`config.mk`:
```
export PLATFORM = sky130hd
export DESIGN_NAME = eerd_reader
export DESIGN_NICKNAME = d
export VERILOG_FILES = /design/src/rtl/eerd_pkg.sv /design/src/rtl/eerd_tick.sv /design/src/rtl/eerd_tx_shift.sv /design/src/rtl/eerd_rx_shift.sv /design/src/rtl/eerd_reader.sv
export SDC_FILE = /design/constraint.sdc
export NUM_CORES = 1
export LEC_CHECK = 0
export CAP_MARGIN = 20
export CORE_MARGIN = 5
export CORE_UTILIZATION = 60
export CTS_BUF_LIST = sky130_fd_sc_hd__clkbuf_8
export CTS_CLUSTER_DIAMETER = 120
export DETAILED_ROUTE_END_ITERATION = 16
export PLACE_DENSITY = 0.88
export SYNTH_ARGS = -nofsm -noshare
export SYNTH_HDL_FRONTEND = slang
export SYNTH_SLANG_ARGS = --single-unit
export TNS_END_PERCENT = 100
```
`constraint.sdc`:
```
create_clock -name clk -period 5.6 [get_ports clk]
set_input_delay 1.12 -clock clk [delete_from_list [all_inputs] [get_ports clk]]
set_output_delay 1.12 -clock clk [all_outputs]
set_load 0.05 [all_outputs]
```
`src/rtl/eerd_pkg.sv`:
```
package eerd_pkg;
  typedef enum logic [3:0] {
    ST_IDLE,
    ST_ARM_EN,
    ST_ARM_CS,
    ST_TX_SET,
    ST_TX_HI,
    ST_TX_LO,
    ST_RX_HI,
    ST_RX_LO,
    ST_REL
  } eerd_state_e;

  localparam logic [7:0] RD_OPCODE = 8'h03;
endpackage

```
`src/rtl/eerd_tick.sv`:
```
module eerd_tick #(
  parameter int DIV_W = 8
) (
  input  logic             clk,
  input  logic             rst_n,
  input  logic             run,
  input  logic [DIV_W-1:0] half_div,
  output logic             tick
);
  logic [DIV_W-1:0] cnt_q, cnt_d;

  assign tick = run && (cnt_q == half_div);

  always_comb begin
    if (!run || tick) cnt_d = '0;
    else              cnt_d = cnt_q + 1'b1;
  end

  always_ff @(posedge clk or negedge rst_n) begin
    if (!rst_n) cnt_q <= '0;
    else        cnt_q <= cnt_d;
  end
endmodule

```
`src/rtl/eerd_tx_shift.sv`:
```
module eerd_tx_shift #(
  parameter int W = 24
) (
  input  logic         clk,
  input  logic         rst_n,
  input  logic         load,
  input  logic [W-1:0] load_val,
  input  logic         shift,
  output logic         bit_out,
  output logic         last
);
  localparam int CW = $clog2(W);

  logic [W-1:0]  sr_q, sr_d;
  logic [CW-1:0] cnt_q, cnt_d;

  assign bit_out = sr_q[W-1];
  assign last    = (cnt_q == CW'(W-1));

  always_comb begin
    sr_d  = sr_q;
    cnt_d = cnt_q;
    if (load) begin
      sr_d  = load_val;
      cnt_d = '0;
    end else if (shift) begin
      sr_d  = {sr_q[W-2:0], 1'b0};
      cnt_d = cnt_q + 1'b1;
    end
  end

  always_ff @(posedge clk or negedge rst_n) begin
    if (!rst_n) begin
      sr_q  <= '0;
      cnt_q <= '0;
    end else begin
      sr_q  <= sr_d;
      cnt_q <= cnt_d;
    end
  end
endmodule

```
`src/rtl/eerd_rx_shift.sv`:
```
module eerd_rx_shift (
  input  logic       clk,
  input  logic       rst_n,
  input  logic       clear,
  input  logic       sample,
  input  logic       advance,
  input  logic       bit_in,
  output logic [7:0] byte_out,
  output logic       last_bit
);
  logic [7:0] sr_q, sr_d;
  logic [2:0] idx_q, idx_d;

  assign byte_out = sr_q;
  assign last_bit = (idx_q == 3'd7);

  always_comb begin
    sr_d  = sr_q;
    idx_d = idx_q;
    if (clear) begin
      sr_d  = '0;
      idx_d = '0;
    end else begin
      if (sample)  sr_d  = {sr_q[6:0], bit_in};
      if (advance) idx_d = idx_q + 1'b1;
    end
  end

  always_ff @(posedge clk or negedge rst_n) begin
    if (!rst_n) begin
      sr_q  <= '0;
      idx_q <= '0;
    end else begin
      sr_q  <= sr_d;
      idx_q <= idx_d;
    end
  end
endmodule

```
`src/rtl/eerd_reader.sv`:
```
module eerd_reader #(
  parameter int DIV_W  = 8,
  parameter int CNT_W  = 16,
  parameter int ADDR_W = 16
) (
  input  logic              clk,
  input  logic              rst_n,
  input  logic              start,
  input  logic [ADDR_W-1:0] offset,
  input  logic [CNT_W-1:0]  count,
  input  logic [ADDR_W:0]   base,
  input  logic              present,
  input  logic [DIV_W-1:0]  half_div,
  input  logic              miso,
  output logic              bus_en,
  output logic              sel_n,
  output logic              sclk,
  output logic              mosi,
  output logic              byte_valid,
  output logic [7:0]        byte_data,
  output logic              done,
  output logic              error
);
  import eerd_pkg::*;

  localparam int FRAME_W = 8 + ADDR_W;

  // reset: asserted asynchronously, released on a clock edge
  logic [1:0] rst_q;
  logic       srst_n;
  always_ff @(posedge clk or negedge rst_n) begin
    if (!rst_n) rst_q <= 2'b00;
    else        rst_q <= {rst_q[0], 1'b1};
  end
  assign srst_n = rst_q[1];

  eerd_state_e      state_q, state_d;
  logic [CNT_W-1:0] rem_q, rem_d;
  logic             valid_q, valid_d;
  logic [7:0]       data_q, data_d;
  logic             done_q, done_d;
  logic             err_q, err_d;

  logic tick, tx_bit, tx_last, rx_last;
  logic [7:0] rx_byte;
  logic idle, can_serve, accept, reject;

  assign idle      = (state_q == ST_IDLE);
  assign can_serve = present && !base[ADDR_W];
  assign accept    = start && idle && can_serve;
  assign reject    = start && idle && !can_serve;

  eerd_tick #(.DIV_W(DIV_W)) tick_i (
    .clk(clk), .rst_n(srst_n), .run(!idle), .half_div(half_div), .tick(tick)
  );

  eerd_tx_shift #(.W(FRAME_W)) tx_i (
    .clk(clk), .rst_n(srst_n), .load(accept),
    .load_val({RD_OPCODE, offset + base[ADDR_W-1:0]}),
    .shift(tick && state_q == ST_TX_LO),
    .bit_out(tx_bit), .last(tx_last)
  );

  eerd_rx_shift rx_i (
    .clk(clk), .rst_n(srst_n), .clear(accept),
    .sample(tick && state_q == ST_RX_HI),
    .advance(tick && state_q == ST_RX_LO),
    .bit_in(miso), .byte_out(rx_byte), .last_bit(rx_last)
  );

  // next state
  always_comb begin
    state_d = state_q;
    rem_d   = rem_q;
    valid_d = 1'b0;
    data_d  = data_q;
    done_d  = reject;
    err_d   = reject;
    case (state_q)
      ST_IDLE: if (accept) begin
        state_d = ST_ARM_EN;
        rem_d   = count;
      end
      ST_ARM_EN: if (tick) state_d = ST_ARM_CS;
      ST_ARM_CS: if (tick) state_d = ST_TX_SET;
      ST_TX_SET: if (tick) state_d = ST_TX_HI;
      ST_TX_HI:  if (tick) state_d = ST_TX_LO;
      ST_TX_LO:  if (tick) begin
        if (!tx_last)            state_d = ST_TX_SET;
        else if (rem_q == '0)    state_d = ST_REL;
        else                     state_d = ST_RX_HI;
      end
      ST_RX_HI:  if (tick) state_d = ST_RX_LO;
      ST_RX_LO:  if (tick) begin
        if (rx_last) begin
          valid_d = 1'b1;
          data_d  = rx_byte;
          rem_d   = rem_q - 1'b1;
          state_d = (rem_q == CNT_W'(1)) ? ST_REL : ST_RX_HI;
        end else begin
          state_d = ST_RX_HI;
        end
      end
      ST_REL: if (tick) begin
        state_d = ST_IDLE;
        done_d  = 1'b1;
      end
      default: state_d = ST_IDLE;
    endcase
  end

  always_ff @(posedge clk or negedge srst_n) begin
    if (!srst_n) begin
      state_q <= ST_IDLE;
      rem_q   <= '0;
      valid_q <= 1'b0;
      data_q  <= '0;
      done_q  <= 1'b0;
      err_q   <= 1'b0;
    end else begin
      state_q <= state_d;
      rem_q   <= rem_d;
      valid_q <= valid_d;
      data_q  <= data_d;
      done_q  <= done_d;
      err_q   <= err_d;
    end
  end

  assign bus_en     = !idle;
  assign sel_n      = idle || state_q == ST_ARM_EN || state_q == ST_REL;
  assign sclk       = (state_q == ST_TX_HI) || (state_q == ST_RX_HI);
  assign mosi       = (state_q == ST_TX_SET || state_q == ST_TX_HI ||
                       state_q == ST_TX_LO) ? tx_bit : 1'b0;
  assign byte_valid = valid_q;
  assign byte_data  = data_q;
  assign done       = done_q;
  assign error      = err_q;
endmodule

```
# Yosys cells after proc, flatten, opt, wreduce, memory -nomap -nowiden
# Index checks and enable logic that the tools add are counted.
[word_totals]
elab_cells = 98
output_inout_bits = 15
reg_bits = 81
in_bits = 62
[classes]
mux = 33
reduce_logical = 26
addsub = 5
eq_ne = 22
[ops]
columns = ["operator", "count"]
rows = [
  ["two-way mux 4 bit", 13],
  ["two-way mux 16 bit", 3],
  ["two-way mux 24 bit", 2],
  ["case mux 4 bit (9 select lines)", 1],
  ["case mux 16 bit (2 select lines)", 1],
  ["two-way mux 8 bit", 3],
  ["adder 16 bit", 1],
  ["equality test 16 x 1 -> 1 bit, second input constant", 1],
  ["equality test 4 x 3 -> 1 bit, second input constant", 4],
  ["logical NOT 16 bit", 1],
  ["!= test 2 bit, second input constant", 8],
  ["subtractor 16 x 1 -> 16 bit, second input constant", 1],
  ["two-way mux 5 bit", 2],
  ["AND reduction 9 bit", 1],
  ["adder 8 x 1 -> 8 bit, second input constant", 1],
  ["equality test 4 x 2 -> 1 bit, second input constant", 2],
  ["equality test 8 bit", 1],
  ["logical AND 1 bit", 8],
  ["nonzero test 2 bit", 4],
  ["logical OR 1 bit", 6],
  ["two-way mux 1 bit", 6],
  ["two-way mux 3 bit", 2],
  ["adder 5 x 1 -> 5 bit, second input constant", 1],
  ["equality test 5 bit, second input constant", 1],
  ["9 further kinds", 12],
]

# Logic depth before layout (Yosys ltp)
[logic_depth]
ltp_word = 6
mapped_depth = 9
mapped_depth_nobuf = 8

# By module
# Synthesis repeated with hierarchy kept, for this count alone.
[hier_totals]
cells_unflattened = 522
area_unflattened_um2 = 4899.7
[modules_own_cells]
columns = ["module", "seq_area_each_um2", "cells_each", "area_each_um2", "n_inst"]
rows = [
  ["eerd_reader", 825.8, 311, 2571.2, 1],
  ["eerd_tx_shift", 725.7, 128, 1361.3, 1],
  ["eerd_tick", 200.2, 46, 500.5, 1],
  ["eerd_rx_shift", 275.3, 37, 466.7, 1],
]

# Worst setup path before layout
# OpenSTA, ideal clock, no wires.
[synth_path]
path_kind = "input -> register"
start = "input port offset[0]"
end = "register tx_i.sr_q[12]"
setup_ns = 0.135
setup_slack_ns = 2.674
path_buffers = 0
stages = 8
required_time_ns = 5.465
arrival_time_ns = 2.791
cell_sequence = "ha_1 > fa_1 > a211oi_1 > o21ai_0 > and3_1 > o21ai_0 > xor2_1 > o21ai_0"
[synth_via]
elab_chain_cells = 2
[synth_rtl]
columns = ["element", "line_no", "source"]
rows = [
  ["from (decl)", "eerd_reader.sv:9", "input logic [ADDR_W-1:0] offset,"],
  ["adder 16 bit", "eerd_reader.sv:59", ".load_val({RD_OPCODE, offset + base[ADDR_W-1:0]}),"],
  ["two-way mux 24 bit", "eerd_tx_shift.sv:23", "if (load) begin"],
  ["to (signal assigned)", "eerd_tx_shift.sv:37", "sr_q <= sr_d;"],
  ["to (decl)", "eerd_tx_shift.sv:14", "logic [W-1:0] sr_q, sr_d;"],
]
# Every way passes these cells.
# A chain may end at the register's enable or synchronous reset.

# Worst setup path after layout
[layout_path]
start = "register state_q[0]"
end = "output port bus_en"
[layout_via]
elab_chain_cells = 2
[layout_rtl]
columns = ["element", "line_no", "source"]
rows = [
  ["from (decl)", "eerd_reader.sv:37", "eerd_state_e state_q, state_d;"],
  ["from (signal assigned)", "eerd_reader.sv:121", "state_q <= state_d;"],
  ["logical NOT 4 bit", "eerd_reader.sv:48", "assign idle = (state_q == ST_IDLE);"],
  ["logical NOT 1 bit", "eerd_reader.sv:130", "assign bus_en = !idle;"],
  ["to (decl)", "eerd_reader.sv:15", "output logic bus_en,"],
]
# Every way passes these cells.

==> impl_metrics.toml <==
[status]
status = "completed"

[die]
io_pins = 77
initial_core_util_pct = 61.1
die_y_um = 98.2
die_area_um2 = 9650
die_w_um = 98.2
rows = 32
core_area_um2 = 7650

[placement]
dp_cells = 675
dp_hpwl_um = 7480
gp_congestion = 0.909
io_buffer_count = 76

[pwr]
combPwrFrac_pct = 31.1
p_int_mw = 1.25
p_sw_mw = 0.730
max-vdd-ir-drop_uv = 166
p_leak_nw = 2.45
switching_share_pct = 36.8
seq_power_share_pct = 45.7
power_frac_clock_pct = 23.2
powerDensity_nw_per_um2 = 347
finalPower_mw = 1.98

[drt]
ant_nets = 0
initialDrtViolationCount = 275
first_pass_iters = 5
wl_per_cell_um = 15.4
vias = 4128
post-route-drc-count = 0
vias_per_cell = 5.97
wirelength_um = 10700

[cts]
clk_pin_slew_worst_paths_ns = 0.08
clockRootBuffer = "clkbuf_8"
post_cts_buffers = 0
cts_resized = 0
clkLatencyLatePin_ns = 0.35
hold_buffers = 0
clockBufferDepth = 2
cts_tree = "done"
cts_made_buffers = 9
cts_sinks = 81
h-tree-depth = 3

[synth]
synth_flop_cell = "dfrtp_1"
synth_cell_types = 60
ys.warnings.count = 0
ys_async_sr_fraction_pct = 100
syn_inst = 515
ys_ff_latch = 81
synth_fp_nets = 600
synth_area_um2 = 4670
synth_seq_area_share_pct = 43.4
synth_edf_count = 0
postSynthAreaPerCell_um2 = 9.07

[layout]
layout.nets = 670
area_growth_pct = 22.3
antennaDiodeCount = 0
final_util_pct = 74.7
nFillCells = 554
stdcell_count = 692
final_layout_size_suffix_gt1_share_pct = 7.46

[setup_path]
end_kind = "output port"
setup.worst_path.start_class = "flop"
crit-reg2reg-launch = "state_q[0]"
reg2regPathDepth = 5
reg2reg_to = "rem_q[1]"
worstPathRequired_ns = 4.48
crit_type = "flop to output port"
startpoint = "state_q[0]"
reg2reg_slack_ns = 2.74
critPathArrivalTime_ns = 2.44
worstPathMaxFanout = 16

[worst_hold_path]
hp-class = "flop to async pin"

[global_routing]
antenna_found_initial = 0
grt_pass1_wl_um = 18300
grt_pass1_vias = 4058
grtUsageTotal_pct = 22.7
grt_overflow_total = 0
grt_max_degree = 80

[timing]
fin_skew_ns = 0.0114
tns_ns = 0
tightest_slew_ns = 0.955
fin_crit_sh_pct = 63.6
drv_slew = 0
hold_viol = 0
setup_violations = 0
max_slew_margin_pct = 36.0
max_freq_mhz = 281
rsz0062_at_grt = "false"
layout_min_cycle_time_ns = 3.56

[flow_run]
maxCapViolCount = 0
-- synthesized netlist by cell type, types with 2 or more instances --
library cell | instances | area [um^2]
nor3_1 | 11 | 55.1
a22oi_1 | 6 | 45.0
nand3_1 | 30 | 150
dfrtp_1 | 81 | 2030
nand2b_1 | 2 | 12.5
clkbuf_1 | 13 | 48.8
a221o_1 | 2 | 20.0
a21o_1 | 8 | 60.1
a41oi_1 | 2 | 17.5
nand2_1 | 56 | 210
nor2b_1 | 3 | 18.8
and3_1 | 5 | 31.3
o211ai_1 | 2 | 15.0
a22o_1 | 2 | 17.5
inv_1 | 17 | 63.8
a31oi_1 | 8 | 50.1
ha_1 | 22 | 275
nor4_1 | 9 | 56.3
or3_1 | 2 | 12.5
o21a_1 | 4 | 30.0
and2_1 | 2 | 12.5
nand4_1 | 6 | 37.5
mux2_2 | 13 | 146
o2bb2ai_1 | 2 | 17.5
nor2_1 | 47 | 176
xor2_1 | 13 | 114
a211oi_1 | 6 | 45.0
a21oi_1 | 35 | 175
o21ai_0 | 52 | 260
o22ai_1 | 6 | 37.5
xnor2_1 | 14 | 123
buf_2 | 5 | 25.0
mux2i_1 | 2 | 20.0
-- cells in the final DEF (no fill, tap or decap), types with 4 or more instances in the layout --
| cell type | synthesis | layout |
|---|---|---|
| xor2_1 | 13 | 13 |
| a21oi_1 | 35 | 35 |
| nand4_1 | 6 | 6 |
| o21a_1 | 4 | 4 |
| nor4_1 | 9 | 9 |
| nor3_1 | 11 | 11 |
| nor2_1 | 47 | 47 |
| clkbuf_8 | 1 | 9 |
| a21o_1 | 8 | 8 |
| o22ai_1 | 6 | 6 |
| nand3_1 | 30 | 30 |
| mux2_2 | 13 | 13 |
| xnor2_1 | 14 | 14 |
| nand2_1 | 56 | 56 |
| dfrtp_1 | 81 | 80 |
| ha_1 | 22 | 22 |
| a22oi_1 | 6 | 6 |
| and3_1 | 5 | 5 |
| a211oi_1 | 6 | 6 |
| clkdlybuf4s50_1 | 0 | 76 |
| inv_1 | 17 | 19 |
| o21ai_0 | 52 | 52 |
| a31oi_1 | 8 | 8 |
-- cell type report --
class                           instances  area [um^2]  area share [%]
Clock inverter                          7         87.6            1.53
Timing Repair Buffer                   80          803            14.1
Multi-Input combinational cell        396         2480            43.3
Clock buffer                            9          124            2.17
Tap cell                              102          128            2.23
Sequential cell                        81         2030            35.5
Inverter                               17         63.8            1.12
-- power groups by stage --
stage	Clock [mW]	Combinational, mW	Sequential (mW)
2_1_floorplan	0	0.466	0.858
3_3_place_gp	0	0.572	0.902
3_5_place_dp	0	0.600	0.913
4_1_cts	0.463	0.610	0.907
5_1_grt	0.490	0.692	0.931
6_report	0.460	0.617	0.906
-- registers in the layout, indices dropped and copies added, names as in the netlist --
name	cells
tick_i.cnt_q	8
byte_valid	1
rx_i.byte_out	8
done	1
byte_data	8
tx_i.cnt_q	5
tx_i.sr_q	24
state_q	4
rx_i.idx_q	3
error	1
rem_q	16
rst_q	2
-- how the worst max path moves through the flow --
stage / endpoint / cells past startpoint
final: bus_en / 3
after global placement: tx_i.sr_q[6] / 7
after floorplan: tx_i.sr_q[12] / 8
after global routing: bus_en / 3
after detailed placement: tx_i.sr_q[12] / 9
after CTS: bus_en / 3
-- kinds of logic after synthesis --
logic type | count (synthesis) | share of synthesized area [%]
mux | 15 | 3.56
other cells | 1 | 0.0803
flops | 81 | 43.4
compound gates | 145 | 18.8
buf+inv | 38 | 3.56
xor+xnor | 27 | 5.06
fa+ha+maj | 23 | 6.32
simple gates | 185 | 19.2
-- critical path: stages (launching register included) --
cell and delay, ns:
dfrtp_1 0.55, nor4_1 0.61, inv_1 0.19, clkdlybuf4s50_1 0.75
-- stage by stage --
step / hold slack, ns / cell area, um^2 / worst slack [ns]
floorplan: 0.331 / 4670 / 2.67
CTS: 0.361 / 5690 / 2.04
finish: 0.329 / 5710 / 2.04
global route: 0.363 / 5710 / 1.83
global placement: 0.342 / 5480 / 2.08
detailed placement: 0.342 / 5480 / 2.00
-- metal layers --
layer	wire [um]	GRT usage [%]
met1	4490	28.1
met2	5350	39.1
met3	608	4.36
met4	238	9.03
met5	0	0
(Power assumes the default switching activity.)
